[src/rtl/slot_pkg.sv]
`timescale 1ns/1ps
package slot_pkg;
    localparam int CLS_W  = 5;
    localparam int NPIPES = 4;
    localparam int PIPE_W = 2;

    typedef enum logic [CLS_W-1:0] {
        OP_IADD  = 5'd0,  OP_ILOG  = 5'd1,  OP_ICMP  = 5'd2,  OP_ICMOV = 5'd3,
        OP_LOAD  = 5'd4,  OP_STORE = 5'd5,  OP_SHIFT = 5'd6,  OP_MEDIA = 5'd7,
        OP_IMUL  = 5'd8,  OP_IBR   = 5'd9,  OP_CALL  = 5'd10, OP_FADD  = 5'd11,
        OP_FCMOV = 5'd12, OP_FBR   = 5'd13, OP_FDIV  = 5'd14, OP_FMUL  = 5'd15,
        OP_FCPYS = 5'd16, OP_MULTI = 5'd17
    } op_class_e;

    typedef enum logic [PIPE_W-1:0] {
        PIPE_E0 = 2'd0, PIPE_E1 = 2'd1, PIPE_FA = 2'd2, PIPE_FM = 2'd3
    } pipe_e;

    typedef struct packed {
        logic              legal;
        logic [NPIPES-1:0] allow;
        pipe_e             pref;
        logic              is_load;
        logic              is_store;
        logic              is_mul;
        logic              is_div;
        logic              is_multi;
    } slot_need_t;

    function automatic pipe_e lowest_pipe(input logic [NPIPES-1:0] m);
        pipe_e r;
        r = PIPE_E0;
        for (int i = NPIPES - 1; i >= 0; i--) begin
            if (m[i]) r = pipe_e'(PIPE_W'(i));
        end
        return r;
    endfunction
endpackage

[src/rtl/slot_decode.sv]
`timescale 1ns/1ps
module slot_decode
    import slot_pkg::*;
(
    input  logic [CLS_W-1:0] cls_i,
    output slot_need_t       need_o
);
    localparam logic [NPIPES-1:0] M_E0   = 4'b0001;
    localparam logic [NPIPES-1:0] M_E1   = 4'b0010;
    localparam logic [NPIPES-1:0] M_FA   = 4'b0100;
    localparam logic [NPIPES-1:0] M_FM   = 4'b1000;
    localparam logic [NPIPES-1:0] M_INT  = M_E0 | M_E1;
    localparam logic [NPIPES-1:0] M_FP   = M_FA | M_FM;

    always_comb begin
        need_o       = '0;
        need_o.legal = 1'b1;
        need_o.pref  = PIPE_E0;
        unique case (cls_i)
            OP_IADD, OP_ILOG, OP_ICMP, OP_ICMOV: need_o.allow = M_INT;
            OP_LOAD: begin
                need_o.allow   = M_INT;
                need_o.is_load = 1'b1;
            end
            OP_STORE: begin
                need_o.allow    = M_E0;
                need_o.is_store = 1'b1;
            end
            OP_SHIFT, OP_MEDIA: need_o.allow = M_E0;
            OP_IMUL: begin
                need_o.allow  = M_E0;
                need_o.is_mul = 1'b1;
            end
            OP_IBR, OP_CALL: begin
                need_o.allow = M_E1;
                need_o.pref  = PIPE_E1;
            end
            OP_FADD, OP_FCMOV, OP_FBR: begin
                need_o.allow = M_FA;
                need_o.pref  = PIPE_FA;
            end
            OP_FDIV: begin
                need_o.allow  = M_FA;
                need_o.pref   = PIPE_FA;
                need_o.is_div = 1'b1;
            end
            OP_FMUL: begin
                need_o.allow = M_FM;
                need_o.pref  = PIPE_FM;
            end
            OP_FCPYS: begin
                need_o.allow = M_FP;
                need_o.pref  = PIPE_FM;
            end
            OP_MULTI: begin
                need_o.allow    = '1;
                need_o.is_multi = 1'b1;
            end
            default: need_o.legal = 1'b0;
        endcase
    end
endmodule

[src/rtl/unit_timer.sv]
`timescale 1ns/1ps
module unit_timer #(
    parameter int SHORT_HOLD = 4,
    parameter int LONG_HOLD  = 8
) (
    input  logic clk,
    input  logic rst,
    input  logic start_i,
    input  logic wide_i,
    output logic busy_o
);
    localparam int CNT_W = $clog2(LONG_HOLD + 1);
    localparam logic [CNT_W-1:0] SHORT_LOAD = CNT_W'(SHORT_HOLD - 1);
    localparam logic [CNT_W-1:0] LONG_LOAD  = CNT_W'(LONG_HOLD - 1);

    typedef enum logic {UT_IDLE, UT_BUSY} ut_state_e;

    ut_state_e        state_q, state_d;
    logic [CNT_W-1:0] cnt_q, cnt_d;

    // state register
    always_ff @(posedge clk) begin
        if (rst) begin
            state_q <= UT_IDLE;
            cnt_q   <= '0;
        end else begin
            state_q <= state_d;
            cnt_q   <= cnt_d;
        end
    end

    // transitions: START, EXPIRE
    always_comb begin
        state_d = state_q;
        cnt_d   = cnt_q;
        unique case (state_q)
            UT_IDLE: begin
                if (start_i) begin
                    state_d = UT_BUSY;
                    cnt_d   = wide_i ? LONG_LOAD : SHORT_LOAD;
                end
            end
            UT_BUSY: begin
                if (cnt_q <= CNT_W'(1)) begin
                    state_d = UT_IDLE;
                    cnt_d   = '0;
                end else begin
                    cnt_d = cnt_q - CNT_W'(1);
                end
            end
            default: state_d = UT_IDLE;
        endcase
    end

    // outputs
    always_comb begin
        busy_o = (state_q == UT_BUSY);
    end
endmodule

[src/rtl/slot_router.sv]
`timescale 1ns/1ps
module slot_router
    import slot_pkg::*;
#(
    parameter int SLOTS = 4
) (
    input  logic [SLOTS-1:0]                vld_i,
    input  slot_need_t [SLOTS-1:0]          need_i,
    input  logic [SLOTS-1:0]                wide_i,
    input  logic                            mul_busy_i,
    input  logic                            div_busy_i,
    output logic [SLOTS-1:0]                issue_o,
    output logic [SLOTS*PIPE_W-1:0]         pipe_o,
    output logic                            mul_start_o,
    output logic                            mul_wide_o,
    output logic                            div_start_o,
    output logic                            div_wide_o
);
    always_comb begin
        logic [NPIPES-1:0] taken;
        logic [NPIPES-1:0] pref_m;
        logic [NPIPES-1:0] free_m;
        logic [NPIPES-1:0] alt_m;
        logic              ld_seen, st_seen, halted, ok;
        logic              mul_seen, mul_w, div_seen, div_w;
        pipe_e             pick;

        taken    = '0;
        ld_seen  = 1'b0;
        st_seen  = 1'b0;
        halted   = 1'b0;
        mul_seen = 1'b0;
        mul_w    = 1'b0;
        div_seen = 1'b0;
        div_w    = 1'b0;
        issue_o  = '0;
        pipe_o   = '0;

        for (int s = 0; s < SLOTS; s++) begin
            pref_m = NPIPES'(1) << need_i[s].pref;
            free_m = need_i[s].allow & ~taken;
            alt_m  = free_m & ~pref_m;
            pick   = need_i[s].pref;
            ok     = vld_i[s] && need_i[s].legal && !halted;

            if (need_i[s].is_multi) begin
                pick = PIPE_E0;
                if (taken != '0) ok = 1'b0;
            end else if ((free_m & pref_m) != '0) begin
                pick = need_i[s].pref;
            end else if (alt_m != '0) begin
                pick = lowest_pipe(alt_m);
            end else begin
                ok = 1'b0;
            end

            if (need_i[s].is_load && st_seen) ok = 1'b0;
            if (need_i[s].is_store && ld_seen) ok = 1'b0;
            if (need_i[s].is_mul && (mul_busy_i || mul_seen)) ok = 1'b0;
            if (need_i[s].is_div && (div_busy_i || div_seen)) ok = 1'b0;

            if (ok) begin
                issue_o[s]                 = 1'b1;
                pipe_o[s*PIPE_W +: PIPE_W] = pick;
                if (need_i[s].is_multi) taken = '1;
                else                    taken = taken | (NPIPES'(1) << pick);
                ld_seen = ld_seen | need_i[s].is_load;
                st_seen = st_seen | need_i[s].is_store;
                if (need_i[s].is_mul) begin
                    mul_seen = 1'b1;
                    mul_w    = wide_i[s];
                end
                if (need_i[s].is_div) begin
                    div_seen = 1'b1;
                    div_w    = wide_i[s];
                end
            end else begin
                halted = 1'b1;
            end
        end

        mul_start_o = mul_seen;
        mul_wide_o  = mul_w;
        div_start_o = div_seen;
        div_wide_o  = div_w;
    end
endmodule

[src/rtl/pipe_slotter.sv]
`timescale 1ns/1ps
module pipe_slotter
    import slot_pkg::*;
#(
    parameter int SLOTS      = 4,
    parameter int MUL_SHORT  = 4,
    parameter int MUL_LONG   = 8,
    parameter int DIV_SHORT  = 15,
    parameter int DIV_LONG   = 22
) (
    input  logic                    clk,
    input  logic                    rst,
    input  logic [SLOTS-1:0]        slot_vld_i,
    input  logic [SLOTS*CLS_W-1:0]  slot_cls_i,
    input  logic [SLOTS-1:0]        slot_wide_i,
    output logic [SLOTS-1:0]        issue_o,
    output logic [SLOTS*PIPE_W-1:0] pipe_o
);
    slot_need_t [SLOTS-1:0]  need;
    logic [SLOTS-1:0]        issue_raw;
    logic [SLOTS*PIPE_W-1:0] pipe_raw;
    logic mul_busy, div_busy;
    logic mul_start, mul_wide, div_start, div_wide;

    for (genvar g = 0; g < SLOTS; g++) begin : g_dec
        slot_decode u_dec (
            .cls_i  (slot_cls_i[g*CLS_W +: CLS_W]),
            .need_o (need[g])
        );
    end

    slot_router #(.SLOTS(SLOTS)) u_router (
        .vld_i       (slot_vld_i),
        .need_i      (need),
        .wide_i      (slot_wide_i),
        .mul_busy_i  (mul_busy),
        .div_busy_i  (div_busy),
        .issue_o     (issue_raw),
        .pipe_o      (pipe_raw),
        .mul_start_o (mul_start),
        .mul_wide_o  (mul_wide),
        .div_start_o (div_start),
        .div_wide_o  (div_wide)
    );

    unit_timer #(.SHORT_HOLD(MUL_SHORT), .LONG_HOLD(MUL_LONG)) u_mul_tmr (
        .clk     (clk),
        .rst     (rst),
        .start_i (mul_start),
        .wide_i  (mul_wide),
        .busy_o  (mul_busy)
    );

    unit_timer #(.SHORT_HOLD(DIV_SHORT), .LONG_HOLD(DIV_LONG)) u_div_tmr (
        .clk     (clk),
        .rst     (rst),
        .start_i (div_start),
        .wide_i  (div_wide),
        .busy_o  (div_busy)
    );

    always_comb begin
        issue_o = rst ? '0 : issue_raw;
        pipe_o  = rst ? '0 : pipe_raw;
    end
endmodule

[config.mk]
export PLATFORM = sky130hd
export DESIGN_NAME = pipe_slotter
export DESIGN_NICKNAME = d
export VERILOG_FILES = /design/src/rtl/slot_pkg.sv /design/src/rtl/slot_decode.sv /design/src/rtl/unit_timer.sv /design/src/rtl/slot_router.sv /design/src/rtl/pipe_slotter.sv
export SDC_FILE = /design/constraint.sdc
export NUM_CORES = 1
export LEC_CHECK = 0
export BUFFER_PORTS_ARGS = -buffer_cell sky130_fd_sc_hd__buf_2
export CAP_MARGIN = 20
export CORE_UTILIZATION = 45
export DETAILED_ROUTE_END_ITERATION = 8
export HOLD_SLACK_MARGIN = 0.1
export PLACE_DENSITY = 0.68
export SLEW_MARGIN = 20
export SYNTH_ARGS = -nofsm -noshare
export SYNTH_HDL_FRONTEND = slang
export SYNTH_SLANG_ARGS = --single-unit
[constraint.sdc]
create_clock -name clk -period 6.1 [get_ports clk]
set_input_delay 0.305 -clock clk [delete_from_list [all_inputs] [get_ports clk]]
set_output_delay 0.305 -clock clk [all_outputs]
set_load 0.01 [all_outputs]
-- Word-level counts from Yosys, hierarchy flattened
Index checks and enable logic that the tools add are counted.
- memory bits (read-only): 0
- bits of input ports: 30
- RAM bits: 0
- memories kept: 0
- register bits after elaboration: 11
- logic and storage cells: 339
- output and inout port bits: 12
- latch bits: 0
- eq/ne operators: 70
- multiply operators: 0
- add/sub/neg operators: 2
- divide/modulo/power cells: 0
- bitwise logic cells: 26
- muxes and demuxes: 160
- reductions and logical operators: 68
- shift-type cells: 7
- $lt $le $gt $ge: 2
- operators with widths (kind ; number):
    $eq A5 B4 Y1 const B ; 32
    $pmux W4 S7 ; 4
    $mux W1 ; 102
    $eq A5 B3 Y1 const B ; 16
    $reduce_or A18 Y1 ; 4
    $mux W2 ; 32
    $and A4 B4 Y4 ; 11
    $reduce_bool A4 Y1 ; 11
    $eq A5 B2 Y1 const B ; 8
    $eq A5 B5 Y1 const B ; 8
    $mux W4 ; 9
    $reduce_or A4 Y1 ; 8
    $not A4 Y4 ; 7
    $shl A1 B2 Y4 const A ; 7
    $pmux W2 S3 ; 4
    $logic_and A1 B1 Y1 ; 21
    $eq A5 B1 Y1 const B ; 4
    $logic_not A5 Y1 ; 4
    $reduce_or A5 Y1 ; 4
    $reduce_or A2 Y1 ; 8
    $mux W5 ; 3
    $pmux W5 S2 ; 1
    $mux W8 ; 1
    $or A4 B4 Y4 ; 2
    12 further kinds ; 24

-- Depth between registers and ports, before layout
- depth in word-level cells: 59
- gate-level depth with buffers: 17
- depth with buffers taken out: 13

-- Modules after synthesis
Synthesis repeated with hierarchy kept, for this count alone.
- cells, all modules: 457
- area, all modules: 3183.1 µm²
- modules (own cells, without submodules) (module ; area each (µm²) ; times used ; sequential area each (µm²) ; cells each):
    slot_router ; 1545.2 ; 1 ; 0.0 ; 244
    slot_decode ; 222.7 ; 4 ; 0.0 ; 32
    unit_timer (u_div_tmr) ; 354.1 ; 1 ; 120.1 ; 43
    unit_timer (u_mul_tmr) ; 266.5 ; 1 ; 100.1 ; 29
    pipe_slotter ; 126.4 ; 1 ; 0.0 ; 13

-- Worst setup path after synthesis
OpenSTA, ideal clock, no wires.
- path type: input to output
- start: input slot_cls_i[2]
- end: output pipe_o[6]
- buffers on the path: 2
- data required time: 5795 ps
- stages: 15
- data arrival time: 3956 ps
- setup slack: 1839 ps
- path through: buf_2 o31a_1 a311o_1 buf_6 o32a_1 or4_4 nand3_2 a311o_1 nand2_1 o311ai_4 o21ai_2 o2111ai_2 nor2_1 a211o_1 a311oi_1
- longest elaborated chain between the ends: 57
- elaborated cells between the ends (all ways): 180
- those cells by class: eq/ne: 17; shift: 4; mux: 94; bitwise: 21; reduce/logical: 44
- ends and longest elaborated chain (item ; line ; RTL):
    start, declared ; pipe_slotter.sv:14 ; input logic [SLOTS*CLS_W-1:0] slot_cls_i,
    $eq A5 B4 Y1 or $eq A5 B5 Y1 (tied branches) ; slot_decode.sv:19 ; unique case (cls_i)
    $reduce_or A4 Y1 (no source line), or another cell as far along ; - ;
    $pmux W2 S3 ; slot_decode.sv:19 ;
    $shl A1 B2 Y4 ; slot_router.sv:40 ; pref_m = NPIPES'(1) << need_i[s].pref;
    $not A4 Y4 ; slot_router.sv:42 ; alt_m = free_m & ~pref_m;
    $and A4 B4 Y4 ; slot_router.sv:42 ;
    $mux W2 (4 in a row) ; slot_pkg.sv:34 ; if (m[i]) r = pipe_e'(PIPE_W'(i));
    $mux W2 ; slot_router.sv:51 ; end else if (alt_m != '0) begin
    [38 not listed] ; - ;
    $mux W1 ; slot_router.sv:49 ; end else if ((free_m & pref_m) != '0) begin
    $mux W1 ; slot_router.sv:46 ; if (need_i[s].is_multi) begin
    $mux W1 ; slot_router.sv:57 ; if (need_i[s].is_load && st_seen) ok = 1'b0;
    $mux W1 ; slot_router.sv:58 ; if (need_i[s].is_store && ld_seen) ok = 1'b0;
    $mux W1 ; slot_router.sv:59 ; if (need_i[s].is_mul && (mul_busy_i || mul_seen)) ok = 1'b0;
    $mux W1 ; slot_router.sv:60 ; if (need_i[s].is_div && (div_busy_i || div_seen)) ok = 1'b0;
    $mux W2 (*) ; slot_router.sv:62 ; if (ok) begin
    $mux W8 (*) ; pipe_slotter.sv:64 ; pipe_o = rst ? '0 : pipe_raw;
    end, declared ; pipe_slotter.sv:17 ; output logic [SLOTS*PIPE_W-1:0] pipe_o
Every way passes the cells marked *; elsewhere a longest branch is shown, timed or not.

-- Final worst setup path
- start: input slot_cls_i[0]
- end: output pipe_o[6]
Same word-level chain as after synthesis.

==> results by group <==
Outcome
  • Status: finished, final reports clean

Clock network
  • CTS Buf Count: 3
  • Clock sink count: 11
  • Reg clk slew, reported paths: 0.05 ns
  • # H-tree levels: 1
  • CTS max path bufs: 2
  • CTS tree: done
  • Setup Buffers After CTS: 0
  • Root Driver: clkbuf_8
  • Hold Buf Count CTS: 0
  • Later-pin clock latency in the skew report: 0.25 ns
  • Post_cts resized: 0

Layout
  • Commonest non-fill, non-tap cell in the layout: buf_2
  • FILL cells: 537
  • N_diodes: 0
  • Final Util: 51.3%
  • Post-layout nets: 418
  • Syn-to-layout area delta: 8.89%
  • Final Cell Area: 0.00265 mm2
  • Most frequent cells in the layout: buf_2, nor2_1, nand2_1, a21oi_1, nor3_1
  • Layout cell share with drive strength beyond 1: 16.2%

Setup path
  • Crit path top cell by count: buf_2
  • CP required: 5.79 ns
  • Crit path cell chain: buf_2, nor3_2, a311o_1, a211oi_2, o311ai_1, o31a_1, o2111a_1, nand2_1, o311ai_4, o21ai_2, o2111ai_2, nor2_1, a211o_1, a311oi_1, buf_2
  • CP Capture Type: output port
  • RR Startpoint: u_mul_tmr.busy_o
  • Critical Path End: pipe_o[6]
  • Worst EP arrival: 4.66 ns
  • Critical path class: primary input to output port
  • Cell with the largest stage delay on the worst path: o31a_1
  • Slowest stage delay, CP: 0.56 ns
  • R2r worst-path depth: 11
  • Setup crit start: slot_cls_i[0]
  • Reg2reg end: u_div_tmr.busy_o
  • Type of origin of the critical path: primary input
  • Critical path depth: 15
  • Buffer and inverter count on the worst path: 2
  • R2R Setup Slk: 1.71 ns
  • Crit path max fanout: 13
  • Top delay family on crit path: compound AO/OA/AOI/OAI gates

STA
  • RSZ-0062 raised after global routing: false
  • Layout Skew: 0.00233 ns
  • Final setup TNS: 0 ns
  • Fin. max-slew vios: 0
  • Tcrit/Tclk final: 81.4%
  • Tightest Pin Transition: 0.843 ns
  • Slew margin rel.: 43.1%
  • Final Hold Fails: 0
  • Final-report setup violation count: 0
  • Max Freq: 201 MHz
  • Crit path time final: 4.96 ns
  • Fin worst setup slack: 1.14 ns

Placed design
  • Pre-CTS setup slack: 1.21 ns
  • Hpwl dp: 5.49 mm
  • GP Congestion: 0.889
  • Post-placement cell area: 0.00261 mm2
  • Number of buffers added on ports: 41

Logic synthesis
  • Synth top area cells: dfxtp_1, a21oi_1, nand2_1
  • Synthesized area: 0.00244 mm2
  • Seq/Total Area, Yosys: 9.04%
  • Syn nets: 398
  • Yosys warns: 0
  • Netlist cell types: 74
  • Cell taking the most area after synthesis: dfxtp_1
  • Syn avg cell area: 6.69 um2
  • Area share of the largest cell type after synthesis: 9.04%
  • Synthesized flop and latch total: 11
  • EDFF count, synth: 0
  • Syn Inst Count: 364
  • Post-synth top flop: dfxtp_1
  • Async SR Flop Fraction: 0%

Die
  • Chip height: 75.6 um
  • Die area: 0.00571 mm2
  • Die W: 75.6 um
  • Std cell rows: 26
  • # IOs: 42
  • Total core area: 0.00517 mm2
  • Initial core utilization: 47.1%

Power
  • Power Dens Cells: 108 mW/mm2
  • Part of the power in combinational logic: 47.0%
  • Power, Total: 286 uW
  • Sw Share: 40.9%
  • Sequential share of power: 26.0%
  • Sw power: 117 uW
  • LEAKAGE: 1.03 nW
  • Max IR drop VDD: 0.0887 mV
  • Clk network pwr share: 27.0%
  • Pint: 169 uW

Route
  • WL final: 6.99 mm
  • Drt drc: 0
  • Routed via count: 2,898
  • Routed Antenna Nets: 0
  • Drt pass-1 iters: 5
  • DRT iter0 DRCs: 262
  • Wirelength per Cell: 15.4 um
  • Via-to-Cell Ratio: 6.40

GRT
  • GRT overflow: 0
  • Antenna violations before repair: 0
  • Vias in the first global route: 2,481
  • Pin count of the biggest net entering global routing: 19
  • Tot GR Track Use: 25.8%
  • First-pass GRT wire length: 11.4 mm

Worst hold path
  • Worst hold path type: primary input to register

Job
  • Max Cap Viol: 0
==> cell type report <==
type / instances / area [um2] / area share, %
clock buffer: 4 / 45.0 / 1.70
tap: 70 / 87.6 / 3.30
inverter: 15 / 56.3 / 2.12
sequential: 11 / 220 / 8.30
multi-input combinational: 312 / 2040 / 76.8
timing repair buffer: 41 / 205 / 7.74
==> cell families after synthesis <==
| group | after synthesis | synth area share, % |
|---|---|---|
| and+or+nand+nor | 172 | 39.5 |
| AOI/OAI and AO/OA | 124 | 37.6 |
| buffers and inverters | 41 | 7.29 |
| DFF | 11 | 9.04 |
| xor gates and xnor gates | 10 | 3.60 |
| adders and majority gates | 4 | 2.05 |
| muxes | 2 | 0.873 |
==> how the worst min path moves through the flow <==
stage,start,to,cells past startpoint
after CTS,rst,u_div_tmr.cnt_q[2],2
after floorplan,rst,u_div_tmr.cnt_q[4],1
after global placement,u_div_tmr.cnt_q[4],u_div_tmr.cnt_q[4],2
after detailed placement,u_div_tmr.cnt_q[4],u_div_tmr.cnt_q[4],2
after global routing,rst,u_div_tmr.busy_o,2
final,rst,u_div_tmr.cnt_q[2],2
==> Yosys cell counts (all sizes together) (3+ instances only) <==
library cell / number
and3: 5
or3: 4
a311oi: 3
nand4b: 3
nor2b: 12
dfxtp: 11
o211a: 4
and2: 8
ha: 4
nor3b: 3
o22ai: 6
or4: 3
a311o: 3
inv: 15
clkbuf: 17
a211oi: 4
a31oi: 6
o21ai: 18
o31a: 7
nor3: 17
o211ai: 4
nand4: 4
a22oi: 3
nand2: 30
o21a: 4
xor2: 4
nand3: 15
xnor2: 6
a21oi: 30
o32ai: 3
nor2: 30
buf: 9
nor4: 9
nor4b: 5
or2: 4
nand2b: 13
o31ai: 7
==> per-stage QoR <==
stage,hold slack (ns),instances
after floorplan,0.419,364
after global placement,0.467,449
after detailed placement,0.468,449
after CTS,0.423,453
after global routing,0.433,453
final,0.431,453
==> per-layer routing <==
layer / track usage, % / routed length [um] / vias up
li1: - / - / 1432
met1: 33.6 / 3130 / 1344
met2: 44.7 / 3350 / 110
met3: 2.12 / 411 / 12
met4: 8.44 / 100 / 0
met5: 0 / 0 / -
==> power by group through the flow <==
| stage | Sequential (mW) | Clock (mW) | Combinational (mW) |
|---|---|---|---|
| 2_1_floorplan | 0.0753 | 0 | 0.102 |
| 3_3_place_gp | 0.0757 | 0 | 0.130 |
| 3_5_place_dp | 0.0757 | 0 | 0.131 |
| 4_1_cts | 0.0743 | 0.0774 | 0.132 |
| 5_1_grt | 0.0744 | 0.0822 | 0.149 |
| 6_report | 0.0743 | 0.0772 | 0.134 |
==> state kept, by name, summed over array words and instances, names as in the netlist <==
signal	flops
u_div_tmr.busy_o	1
u_div_tmr.cnt_q	5
u_mul_tmr.busy_o	1
u_mul_tmr.cnt_q	4
No activity file was read; power rests on OpenSTA's default activity.
